<file path="src/rtl/rti_pkg.sv">
// Package rti_pkg
// Shared field positions and the decoded configuration type of the
// interval timer's control byte. Bit positions are fixed because software
// decodes them.
package rti_pkg;
    localparam int FLAG_BIT = 7;
    localparam int ACK_BIT  = 6;
    localparam int SRC_BIT  = 5;
    localparam int IE_BIT   = 4;
    localparam int SEL_W    = 3;

    typedef struct packed {
        logic             src;
        logic             ie;
        logic [SEL_W-1:0] sel;
    } rti_cfg_t;
endpackage

</file>
<file path="src/rtl/rti_prescale.sv">
// Module rti_prescale
// Counts selected ticks and pulses expire on the tick that completes an
// interval of 2^(sel+SHIFT) ticks. sel == 0 holds the count at zero.
// Assumes restart is a single-cycle pulse, issued on the edge that loads
// a new sel value.
module rti_prescale #(
    parameter int SEL_W = 3,
    parameter int SHIFT = 3
) (
    input  logic             clk,
    input  logic             rst_n,
    input  logic             tick,
    input  logic [SEL_W-1:0] sel,
    input  logic             restart,
    output logic             expire
);
    localparam int CW = SHIFT + (1 << SEL_W) - 1;
    localparam logic [CW:0] ONE = {{CW{1'b0}}, 1'b1};

    logic [CW-1:0] cnt;
    logic [CW:0]   last;

    // Terminal count for the current interval code
    always_comb last = (ONE << (SHIFT + int'(sel))) - ONE;

    // Expiry strobe on the final tick of an interval
    always_comb expire = tick && (sel != '0) && !restart && (cnt == last[CW-1:0]);

    // Interval counter, cleared on reset, on restart and while stopped
    always_ff @(posedge clk) begin
        if (!rst_n || restart || sel == '0) begin
            cnt <= '0;
        end else if (tick) begin
            cnt <= expire ? '0 : cnt + 1'b1;
        end
    end


    no_overflow_chk: assert property (@(posedge clk) disable iff (!rst_n)
        {1'b0, cnt} <= last);

    restart_clear_chk: assert property (@(posedge clk) disable iff (!rst_n)
        restart |=> (cnt == '0));
endmodule

</file>
<file path="src/rtl/rti_ctrl.sv">
// Module rti_ctrl
// Holds the control byte fields and the sticky expiry flag. An expiry
// wins over an acknowledge in the same cycle. Flags a restart whenever a
// write changes the interval code.
module rti_ctrl
    import rti_pkg::*;
(
    input  logic           clk,
    input  logic           rst_n,
    input  logic           wr_en,
    input  logic [7:0]     wr_data,
    input  logic           expire,
    output rti_cfg_t       cfg,
    output logic           flag,
    output logic           restart
);
    logic ack_wr;

    // Acknowledge strobe and restart request decoded from a write
    always_comb begin
        ack_wr  = wr_en && wr_data[ACK_BIT];
        restart = wr_en && (wr_data[SEL_W-1:0] != cfg.sel);
    end

    // Configuration register, loaded on every write
    always_ff @(posedge clk) begin
        if (!rst_n) begin
            cfg <= '0;
        end else if (wr_en) begin
            cfg.src <= wr_data[SRC_BIT];
            cfg.ie  <= wr_data[IE_BIT];
            cfg.sel <= wr_data[SEL_W-1:0];
        end
    end

    // Sticky flag: set by expiry, cleared by acknowledge, set wins
    always_ff @(posedge clk) begin
        if (!rst_n)      flag <= 1'b0;
        else if (expire) flag <= 1'b1;
        else if (ack_wr) flag <= 1'b0;
    end


    flag_set_chk: assert property (@(posedge clk) disable iff (!rst_n)
        expire |=> flag);

    ack_clear_chk: assert property (@(posedge clk) disable iff (!rst_n)
        (ack_wr && !expire) |=> !flag);

    flag_hold_chk: assert property (@(posedge clk) disable iff (!rst_n)
        (flag && !ack_wr) |=> flag);
endmodule

</file>
<file path="src/rtl/rti_extend.sv">
// Module rti_extend
// Counts base expiries and sets a sticky long-interval flag on every
// limit-th one, then wraps. A limit of zero behaves as 2^W. The clear
// input resets the counter and the flag, and wins over a set.
module rti_extend #(
    parameter int W = 16
) (
    input  logic         clk,
    input  logic         rst_n,
    input  logic         expire,
    input  logic [W-1:0] limit,
    input  logic         clr,
    output logic         long_flag
);
    logic [W-1:0] cnt;
    logic [W-1:0] last;

    // Final count before wrap; zero wraps to all ones
    always_comb last = limit - 1'b1;

    // Expiry counter with wrap and sticky long flag
    always_ff @(posedge clk) begin
        if (!rst_n || clr) begin
            cnt       <= '0;
            long_flag <= 1'b0;
        end else if (expire) begin
            if (cnt == last) begin
                cnt       <= '0;
                long_flag <= 1'b1;
            end else begin
                cnt <= cnt + 1'b1;
            end
        end
    end


    long_set_chk: assert property (@(posedge clk) disable iff (!rst_n)
        (expire && !clr && cnt == last) |=> long_flag);

    long_clr_chk: assert property (@(posedge clk) disable iff (!rst_n)
        clr |=> (!long_flag && cnt == '0));
endmodule

</file>
<file path="src/rtl/rti_timer.sv">
// Module rti_timer
// Top of the periodic wake-up interval timer. It selects the tick source,
// runs the interval prescaler, keeps the control byte and its flag, and
// optionally adds the long-interval extension counter.
// Assumes the tick inputs are already synchronous one-cycle enables.
module rti_timer
    import rti_pkg::*;
#(
    parameter int SHIFT  = 3,
    parameter int EXT_W  = 16,
    parameter bit EXT_EN = 1'b1
) (
    input  logic             clk,
    input  logic             rst_n,
    input  logic             int_tick,
    input  logic             ext_tick,
    input  logic             wr_en,
    input  logic [7:0]       wr_data,
    output logic [7:0]       rd_data,
    output logic             irq,
    input  logic [EXT_W-1:0] ext_limit,
    input  logic             ext_clr,
    output logic             long_flag
);
    rti_cfg_t cfg;
    logic     flag;
    logic     restart;
    logic     expire;
    logic     tick;

    // Tick source selection
    always_comb tick = cfg.src ? ext_tick : int_tick;

    rti_ctrl u_ctrl (
        .clk     (clk),
        .rst_n   (rst_n),
        .wr_en   (wr_en),
        .wr_data (wr_data),
        .expire  (expire),
        .cfg     (cfg),
        .flag    (flag),
        .restart (restart)
    );

    rti_prescale #(.SEL_W(SEL_W), .SHIFT(SHIFT)) u_pre (
        .clk     (clk),
        .rst_n   (rst_n),
        .tick    (tick),
        .sel     (cfg.sel),
        .restart (restart),
        .expire  (expire)
    );

    generate
        if (EXT_EN) begin : g_ext
            rti_extend #(.W(EXT_W)) u_ext (
                .clk       (clk),
                .rst_n     (rst_n),
                .expire    (expire),
                .limit     (ext_limit),
                .clr       (ext_clr),
                .long_flag (long_flag)
            );
        end else begin : g_noext
            assign long_flag = 1'b0;
        end
    endgenerate

    // Readback byte and request output
    always_comb begin
        rd_data = {flag, 1'b0, cfg.src, cfg.ie, 1'b0, cfg.sel};
        irq     = flag && cfg.ie;
    end


    disabled_chk: assert property (@(posedge clk) disable iff (!rst_n)
        (cfg.sel == '0) |-> !expire);

    irq_gate_chk: assert property (@(posedge clk) disable iff (!rst_n)
        irq |-> (rd_data[FLAG_BIT] && rd_data[IE_BIT]));
endmodule

</file>
<file path="config.mk">
export PLATFORM = sky130hd
export DESIGN_NAME = rti_timer
export DESIGN_NICKNAME = d
export VERILOG_FILES = /design/src/rtl/rti_pkg.sv /design/src/rtl/rti_prescale.sv /design/src/rtl/rti_ctrl.sv /design/src/rtl/rti_extend.sv /design/src/rtl/rti_timer.sv
export SDC_FILE = /design/constraint.sdc
export NUM_CORES = 1
export LEC_CHECK = 0
export BUFFER_PORTS_ARGS = -buffer_cell sky130_fd_sc_hd__buf_2
export CORE_MARGIN = 2
export CORE_UTILIZATION = 40
export DETAILED_ROUTE_END_ITERATION = 6
export HOLD_SLACK_MARGIN = 0.06
export PLACE_DENSITY = 0.68
export SLEW_MARGIN = 20
export SYNTH_ARGS = -nofsm -noshare
export SYNTH_HDL_FRONTEND = slang
export SYNTH_HIERARCHICAL = 1
export SYNTH_SLANG_ARGS = --single-unit
</file>
<file path="constraint.sdc">
create_clock -name clk -period 3.8 [get_ports clk]
set_input_delay 0.19 -clock clk [delete_from_list [all_inputs] [get_ports clk]]
set_output_delay 0.19 -clock clk [all_outputs]
set_load 0.05 [all_outputs]
</file>
# Word-level counts from Yosys, hierarchy flattened
# Index checks and enable logic that the tools add are counted.
totals:
  reg_bits: 33
  in_bits: 30
  output_inout_bits: 10
  word_cells: 36
classes:
  addsub: 5
  eq_ne: 3
  n_shift: 1
  n_mux: 5
  reduce_logical: 15
op_table:
  columns: ["operator", "count"]
  rows:
  - ["left shift 1 x 32 -> 10 bit (first input constant)", 1]
  - ["adder 16 x 1 -> 16 bit (second input constant)", 1]
  - ["== test 16 bit", 1]
  - ["two-way mux 16 bit", 1]
  - ["subtractor 16 x 1 -> 16 bit (second input constant)", 1]
  - ["adder 10 x 1 -> 10 bit (second input constant)", 1]
  - ["== test 10 bit", 1]
  - ["two-way mux 10 bit", 1]
  - ["subtractor 10 x 1 -> 10 bit (second input constant)", 1]
  - ["logical AND 1 bit", 6]
  - ["adder 2 x 3 -> 4 bit (first input constant)", 1]
  - ["zero test 3 bit", 1]
  - ["logical OR 1 bit", 3]
  - ["two-way mux 1 bit", 3]
  - ["inequality test 3 bit", 1]
  - ["nonzero test 3 bit", 1]
  - ["zero test 1 bit", 2]
  - ["AND reduction 2 bit", 1]
  - ["nonzero test 2 bit", 1]

# Logic depth before layout (Yosys ltp)
# Gate-level depths: netlist (run 1).
depth:
  word_depth: 6
  ltp_mapped: 13
  depth_no_buf: 12

# Hierarchy
# The synthesis (run 1) kept the hierarchy.
by_module_without_submodules:
  columns: ["module", "instances", "cells_each", "area_each_um2", "seq_area_each_um2"]
  rows:
  - ["rti_extend", 1, 167, 1415.1, 340.3]
  - ["rti_prescale", 1, 104, 797.0, 200.2]
  - ["rti_ctrl", 1, 23, 259.0, 120.1]
  - ["rti_timer", 1, 6, 47.5, 0.0]

# Least setup slack after synthesis (run 1)
# Ideal clock, no wire load.
synth_timing:
  path_type: "register -> register"
  start: "reg u_ctrl/cfg[2] (netlist name)"
  end: "reg g_ext.u_ext.cnt[15]"
  setup_ns: 0.086
  arrival_time_ns: 2.891
  required_time_ns: 3.714
  slack_ns: 0.823
  path_stages_with_launch: 12
  path_buffers: 0
  synth_period_minus_slack_ns: 2.977
  path_cell_list: "dfxtp_1 > xor2_1 > o31a_1 > nor2_1 > nand4_1 > a21oi_1 > and3_1 > and3_1 > nand3_1 > or4_1 > xor2_1 > a211oi_1"
synth_via:
  elab_chain_len: 5
  elab_cells_between_ends: 11
  cone_classes: "2 x add/sub; 2 x eq/ne; 1 x shift; 6 x reduce/logical"
synth_lines:
  columns: ["element", "line_no", "source"]
  rows:
  - ["inequality test 3 bit", "rti_ctrl.sv:22", "restart = wr_en && (wr_data[SEL_W-1:0] != cfg.sel);"]
  - ["logical AND 1 bit", "rti_ctrl.sv:22", null]
  - ["net restart", "rti_timer.sv:27", "logic restart;"]
  - ["zero test 1 bit", "rti_prescale.sv:27", "always_comb expire = tick && (sel != '0) && !restart && (cnt == last[CW-1:0]);"]
  - ["logical AND 1 bit (2 in series)", "rti_prescale.sv:27", null]
  - ["net expire", "rti_timer.sv:28", "logic expire;"]
  - ["end signal: assignment", "rti_extend.sv:31", "cnt <= cnt + 1'b1;"]
  - ["end: declaration", "rti_extend.sv:15", "logic [W-1:0] cnt;"]
# The timed path passes the listed nets, and every way through them passes these cells.
# A chain may end at the register's enable or synchronous reset.

# Worst setup path after layout (run 1)
layout_timing:
  start: "reg u_ctrl/cfg[1] (netlist name)"
  end: "reg g_ext.u_ext.cnt[15]"
layout_via:
  elab_chain_len: 5
  elab_cells_between_ends: 11
  cone_classes: "2 x add/sub; 2 x eq/ne; 1 x shift; 6 x reduce/logical"
layout_lines:
  columns: ["element", "line_no"]
  rows:
  - ["inequality test 3 bit", "rti_ctrl.sv:22"]
  - ["logical AND 1 bit", "rti_ctrl.sv:22"]
  - ["net restart", "rti_timer.sv:27"]
  - ["zero test 1 bit", "rti_prescale.sv:27"]
  - ["logical AND 1 bit (2 in series)", "rti_prescale.sv:27"]
  - ["net expire", "rti_timer.sv:28"]
# The timed path passes the listed nets, and every way through them passes these cells.

==> key figures, run 1 <==
Clock tree
  – CTS tree: done
  – H-tree Lvls: 2
  – Post-CTS setup buffer count: 0
  – Clk Latency, worst-skew pair: 290 ps
  – Clock-pin slew on the worst setup and hold paths: 70 ps
  – Clk root buf: clkbuf_8
  – CTS Sinks: 33
  – Post-CTS sizing: 0
  – Hold_buf cts: 0
  – CTS Buffer Depth: 2
  – Number of clock buffers inserted by TritonCTS: 5

Logic synthesis
  – Synth Area in Adders: 0.0199
  – Post-synth EDFFs: 0
  – Predominant post-synthesis flop cell: dfxtp_1
  – Post-Synth Simple-Gate Area: 0.305
  – #FFs+latches synth: 33
  – Distinct cells, synth: 59
  – Largest family of logic cells by synthesized area: simple AND/OR/NAND/NOR gates
  – Cell area after synthesis: 2520 µm²
  – Post-synthesis sequential area ratio: 0.262
  – Xor and xnor fraction of the mapped netlist area: 0.163
  – FFs w/ async S/R, synth: 0
  – Synth warnings: 6
  – Cells after Synth: 300
  – Synth Area in Compound Gates: 0.156
  – Multiplexer share of the synthesized area: 0.0338
  – Syn avg cell area: 8.40 µm²

Floorplan
  – Die footprint: 6950 µm²
  – Row cnt: 28
  – Initial Util: 0.420
  – Top Ports: 40
  – Core area: 5990 µm²
  – Die Span Y: 83.4 µm
  – Die X-Extent: 83.4 µm

Drt
  – WL/cell: 12.8 µm
  – Via density: 5.57
  – Pre-antenna DRT Iters: 4
  – Final WL: 5160 µm
  – Initial DRC count: 82
  – # DRC: 0
  – ANT nets after route: 0
  – Routed via count: 2241

Power
  – P_leak: 0.00103 µW
  – Power Total: 761 µW
  – Max IR drop VDD: 0.185 mV
  – Power density over cell area: 273 nW/µm²

Global routing
  – Largest net degree at the start of global routing: 25
  – GRT overflow: 0
  – Global-route wire length before repair: 9390 µm
  – GRT busiest layer: met2
  – Routing usage on met3: 0.0249
  – Initial antenna violation count: 0
  – Global-route usage over all layers: 0.156
  – Met2 Use GR: 0.262
  – Met1 usage: 0.199
  – Vias in the first global route: 2103

Cells and area
  – Final core occ: 0.466
  – Layout Nets: 360
  – Layout cells sized above 1: 0.168
  – N_diodes: 0
  – Post-route insts no fill: 402
  – Area growth from synthesis to layout: 10.9%

STA
  – Tmin final: 3010 ps
  – Setup violations, final: 0
  – Slew headroom: 0.400
  – TNS Setup: 0 ps
  – PnR worst setup slack: 794 ps
  – Fmax: 0.333 GHz
  – Actual slew at the worst max-slew pin: 894 ps
  – Setup Skew: 7.61 ps
  – Final Hold Fails: 0
  – RSZ-0062 raised after global routing: no
  – Final Slew Violations: 0
  – Crit share post-route: 0.791

Critical path
  – Crit path max fanout: 13
  – Worst Setup Start Kind: register
  – WS Path Type: register to register
  – Arrival @ worst endpoint: 3210 ps
  – CP required: 4000 ps
  – CP Capture Type: register

Run
  – Max-capacitance violation count: 0

Run status
  – Outcome: finished clean

Place
  – Number of I/O port buffers: 35
  – Placed cells: 394
  – Final Wtd Congestion: 0.810
  – Hpwl dp: 3850 µm
  – Worst slack, placed: 804 ps

Worst hold path
  – Worst hold path type: input pin to register
[cell usage after synthesis, types with 6 or more instances]
master,count,area [µm²]
inv_1,6,22.5
xor2_1,26,228
nand3b_1,6,45.0
a211oi_1,16,120
nor2_1,20,75.1
nand2_1,22,82.6
nand4_1,13,81.3
nor3_1,9,45.0
dfxtp_1,33,661
nor2b_1,9,56.3
xnor2_1,21,184
mux2i_1,7,70.1
clkbuf_1,10,37.5
and3_1,6,37.5
nand3_1,14,70.1
[layer usage]
metal | up-vias | share of wire
li1 | 1135 | -
met4 | 0 | 0.018
met2 | 50 | 0.46
met5 | - | 0
met3 | 11 | 0.037
met1 | 1045 | 0.49
[sequential cells by signal, summed over array words and instances, names as in the netlist]
signal and cells:
g_ext.u_ext/cnt 16, g_ext.u_ext/long_flag 1, u_pre/cnt 10, u_ctrl/flag 1, u_ctrl/cfg 5
[per-stage QoR]
| step | instance area, µm² | hold WS, ps |
|---|---|---|
| 2_1_floorplan | 2530 | 308 |
| 3_3_place_gp | 2690 | 451 |
| 3_5_place_dp | 2690 | 463 |
| 4_1_cts | 2790 | 161 |
| 5_1_grt | 2790 | 207 |
| 6_report | 2790 | 166 |
[kinds of logic (layout without fill, tap and decap cells)]
logic type	after synthesis	after routing
xor+xnor	47	47
buf+inv	26	51
mux	8	8
simple gates	131	131
fa+ha+maj	4	4
other cells	2	4
compound gates	49	49
flops	33	33
[area by class of cell]
class | count | area (µm²)
fill | 604 | 3200
multi-input combinational | 243 | 1720
sequential | 33 | 661
timing repair buffer | 37 | 190
clock buffer | 7 | 96.3
tap | 75 | 93.8
inverter | 6 | 22.5
clock inverter | 1 | 5.00
[cell usage in the layout, fill, tap and decap left out, drive strengths merged, types with 2 or more instances in the layout]
master,n
nand4bb,2
ha,4
inv,6
nor2b,9
nor3b,3
nand4,13
o21a,3
and4,3
o21ai,5
buf,37
clkbuf,7
xnor2,21
and3,6
nor2,20
nor4,3
a211oi,17
nand2,22
a21oi,5
nor3,9
nor4b,3
xor2,26
and4bb,2
o311ai,2
conb,4
and2,3
dfxtp,33
or3,3
or4,2
mux2i,7
nand3b,6
o211ai,3
a311oi,2
nand3,14
nand2b,4
a22o,2
[report_power, final]
part	total [µW]	internal (µW)	switching, µW
clock	288	164	125
sequential	358	350	8.21
combinational	115	45.8	69.5
[worst paths after layout]
check	start	endpoint	slack [ps]	depth (start not counted)
setup / recovery	u_ctrl/cfg[1]	g_ext.u_ext/cnt[15]	790	11
hold / removal	wr_data[4]	u_ctrl/cfg[3]	170	3
setup reg to reg	u_ctrl/cfg[1]	g_ext.u_ext/cnt[15]	790	11
hold reg to reg	g_ext.u_ext/long_flag	g_ext.u_ext/long_flag	480	1
[critical path, stage by stage, from the launching register on]
cell and delay, ps:
dfxtp_1 590, xor2_1 130, o31a_1 330, nor2_1 120
nand4_1 190, a21oi_1 170, and3_1 190, and3_1 200
nand3_1 110, or4_1 530, xor2_1 160, a211oi_1 200
No activity file was read; power rests on OpenSTA's default activity.
==> inputs of run 2 (changes only) <==
==> constraint.sdc (replaced) <==
create_clock -name clk -period 2.8 [get_ports clk]
set_input_delay 0.14 -clock clk [delete_from_list [all_inputs] [get_ports clk]]
set_output_delay 0.14 -clock clk [all_outputs]
set_load 0.05 [all_outputs]
==> key figures, run 2 (synthesis gave the netlist of run 1 again) <==
Run status
  – Outcome: finished clean

Drt
  – Initial DRC count: 120
  – Via density: 5.50
  – # DRC: 0
  – Routed via count: 2253
  – ANT nets after route: 0
  – WL/cell: 13.3 µm
  – Pre-antenna DRT Iters: 4
  – Final WL: 5450 µm

Cells and area
  – Post-route insts no fill: 410
  – N_diodes: 0
  – Final core occ: 0.486
  – Layout cells sized above 1: 0.212
  – Top flop regs: g_ext.u_ext/cnt (16), u_pre/cnt (10), u_ctrl/cfg (5)
  – Final Cell Area: 2910 µm²
  – Largest reg by FF count: g_ext.u_ext/cnt
  – Area growth from synthesis to layout: 15.5%
  – Max reg flops: 16
  – Fillers: 585
  – Most common cell after layout, fill and taps aside: buf_2
  – Commonest cells after routing, fill and taps aside: buf_2, dfxtp_1, xor2_1, nand2_1, xnor2_1
  – Layout Nets: 368

Floorplan
  – Initial Util: 0.420
  – Die X-Extent: 83.4 µm
  – Top Ports: 40
  – Row cnt: 28
  – Die Span Y: 83.4 µm
  – Die footprint: 6950 µm²
  – Core area: 5990 µm²

STA
  – Actual slew at the worst max-slew pin: 575 ps
  – Tmin final: 2660 ps
  – Fmax: 0.376 GHz
  – Crit share post-route: 0.951
  – Setup Skew: 7.61 ps
  – Setup violations, final: 0
  – Final Slew Violations: 0
  – Slew headroom: 0.614
  – Final Hold Fails: 0

Clock tree
  – Number of clock buffers inserted by TritonCTS: 5
  – CTS Sinks: 33
  – Clock-pin slew on the worst setup and hold paths: 70 ps
  – Hold_buf cts: 0
  – CTS tree: done
  – Post-CTS setup buffer count: 0
  – CTS Buffer Depth: 2
  – Post-CTS sizing: 0
  – Clk root buf: clkbuf_8
  – H-tree Lvls: 2
  – Clk Latency, worst-skew pair: 280 ps

Critical path
  – CP Capture Type: register
  – Worst Setup Start Kind: register
  – Flop-to-flop setup slack: 140 ps
  – R2r startpoint: u_ctrl/cfg[1]
  – Crit path max fanout: 8
  – WS Path Type: register to register
  – R2r worst-path depth: 11
  – End of the worst register-to-register path: g_ext.u_ext/cnt[15]
  – CP required: 3000 ps
  – Arrival @ worst endpoint: 2860 ps

Run
  – Max-capacitance violation count: 0

Global routing
  – Global-route wire length before repair: 9310 µm
  – GRT overflow: 0
  – Initial antenna violation count: 0
  – Largest net degree at the start of global routing: 25
  – Global-route usage over all layers: 0.156
  – Vias in the first global route: 2103

Place
  – Hpwl dp: 4050 µm
  – Placed cells: 402
  – Number of I/O port buffers: 35
  – Final Wtd Congestion: 0.813
  – Placement Cell Area: 2760 µm²

Worst hold path
  – Hold Path End: u_ctrl/cfg[3]
  – Hold Path Origin: wr_data[4]
  – WHS Path Cells: 3
  – Worst hold path type: input pin to register

Power
  – Max IR drop VDD: 0.264 mV
  – P_leak: 0.00109 µW
  – Power density over cell area: 405 nW/µm²
-- run 2: cell count changes in the layout (fill, tap and decap cells not counted), moves of 2 or more --
cell / previous run / this run
dfxtp_2: 0 / 3
buf_4: 2 / 10
dfxtp_1: 33 / 29
bufinv_16: 0 / 2
clkbuf_8: 7 / 5
-- run 2: cell type report --
cell class	count	area, µm²	share of cell area
clock buffers	5	68.8	0.0236
repair buffers	45	250	0.0860
clock inverters	3	65.1	0.0224
inverters	6	22.5	0.00774
well taps	75	93.8	0.0322
multi-input cells	243	1740	0.598
flip-flops and latches	33	668	0.230
-- run 2: worst max-delay path by stage --
| stage | from | end | slack (ps) | cells after the start |
|---|---|---|---|---|
| floorplan | u_ctrl/cfg[0] | g_ext.u_ext/cnt[15] | 30 | 11 |
| global placement | u_ctrl/cfg[1] | g_ext.u_ext/cnt[15] | 200 | 11 |
| detailed placement | u_ctrl/cfg[1] | g_ext.u_ext/cnt[15] | 150 | 11 |
| CTS | u_ctrl/cfg[1] | g_ext.u_ext/cnt[15] | 130 | 11 |
| global route | u_ctrl/cfg[1] | g_ext.u_ext/cnt[15] | -40 | 11 |
| finish | u_ctrl/cfg[1] | g_ext.u_ext/cnt[15] | 140 | 11 |
-- run 2: worst max-delay path, cell delays in order (launching register included) --
cell	delay, ps
dfxtp_4	370
xor2_1	170
o31a_1	310
nor2_1	110
nand4_1	140
a21oi_2	130
and3_1	180
and3_4	190
nand3_1	120
or4_4	540
xor2_1	150
a211oi_1	160
-- run 2: through the flow --
| step | TNS, ps | total power [µW] | worst slack (ps) | hold slack [ps] |
|---|---|---|---|---|
| after detailed placement | 0 | 659 | 150 | 410 |
| after global routing | -43.8 | 1230 | -43.8 | 123 |
| after CTS | 0 | 1190 | 133 | 112 |
| after floorplan | 0 | 607 | 28.1 | 258 |
| after global placement | 0 | 655 | 197 | 402 |
| final | 0 | 1180 | 137 | 117 |
-- run 2: per-layer routing --
layer,part of all wire,up-vias,GRT usage
met5,0,-,0
met4,0.013,0,0.0537
met3,0.045,8,0.0328
met2,0.46,59,0.255
met1,0.48,1038,0.204
li1,-,1148,-
-- run 2: where the power goes --
part           switching, µW  internal, µW
Combinational           99.4          67.8
Clock                    175           354
Sequential              7.96           475
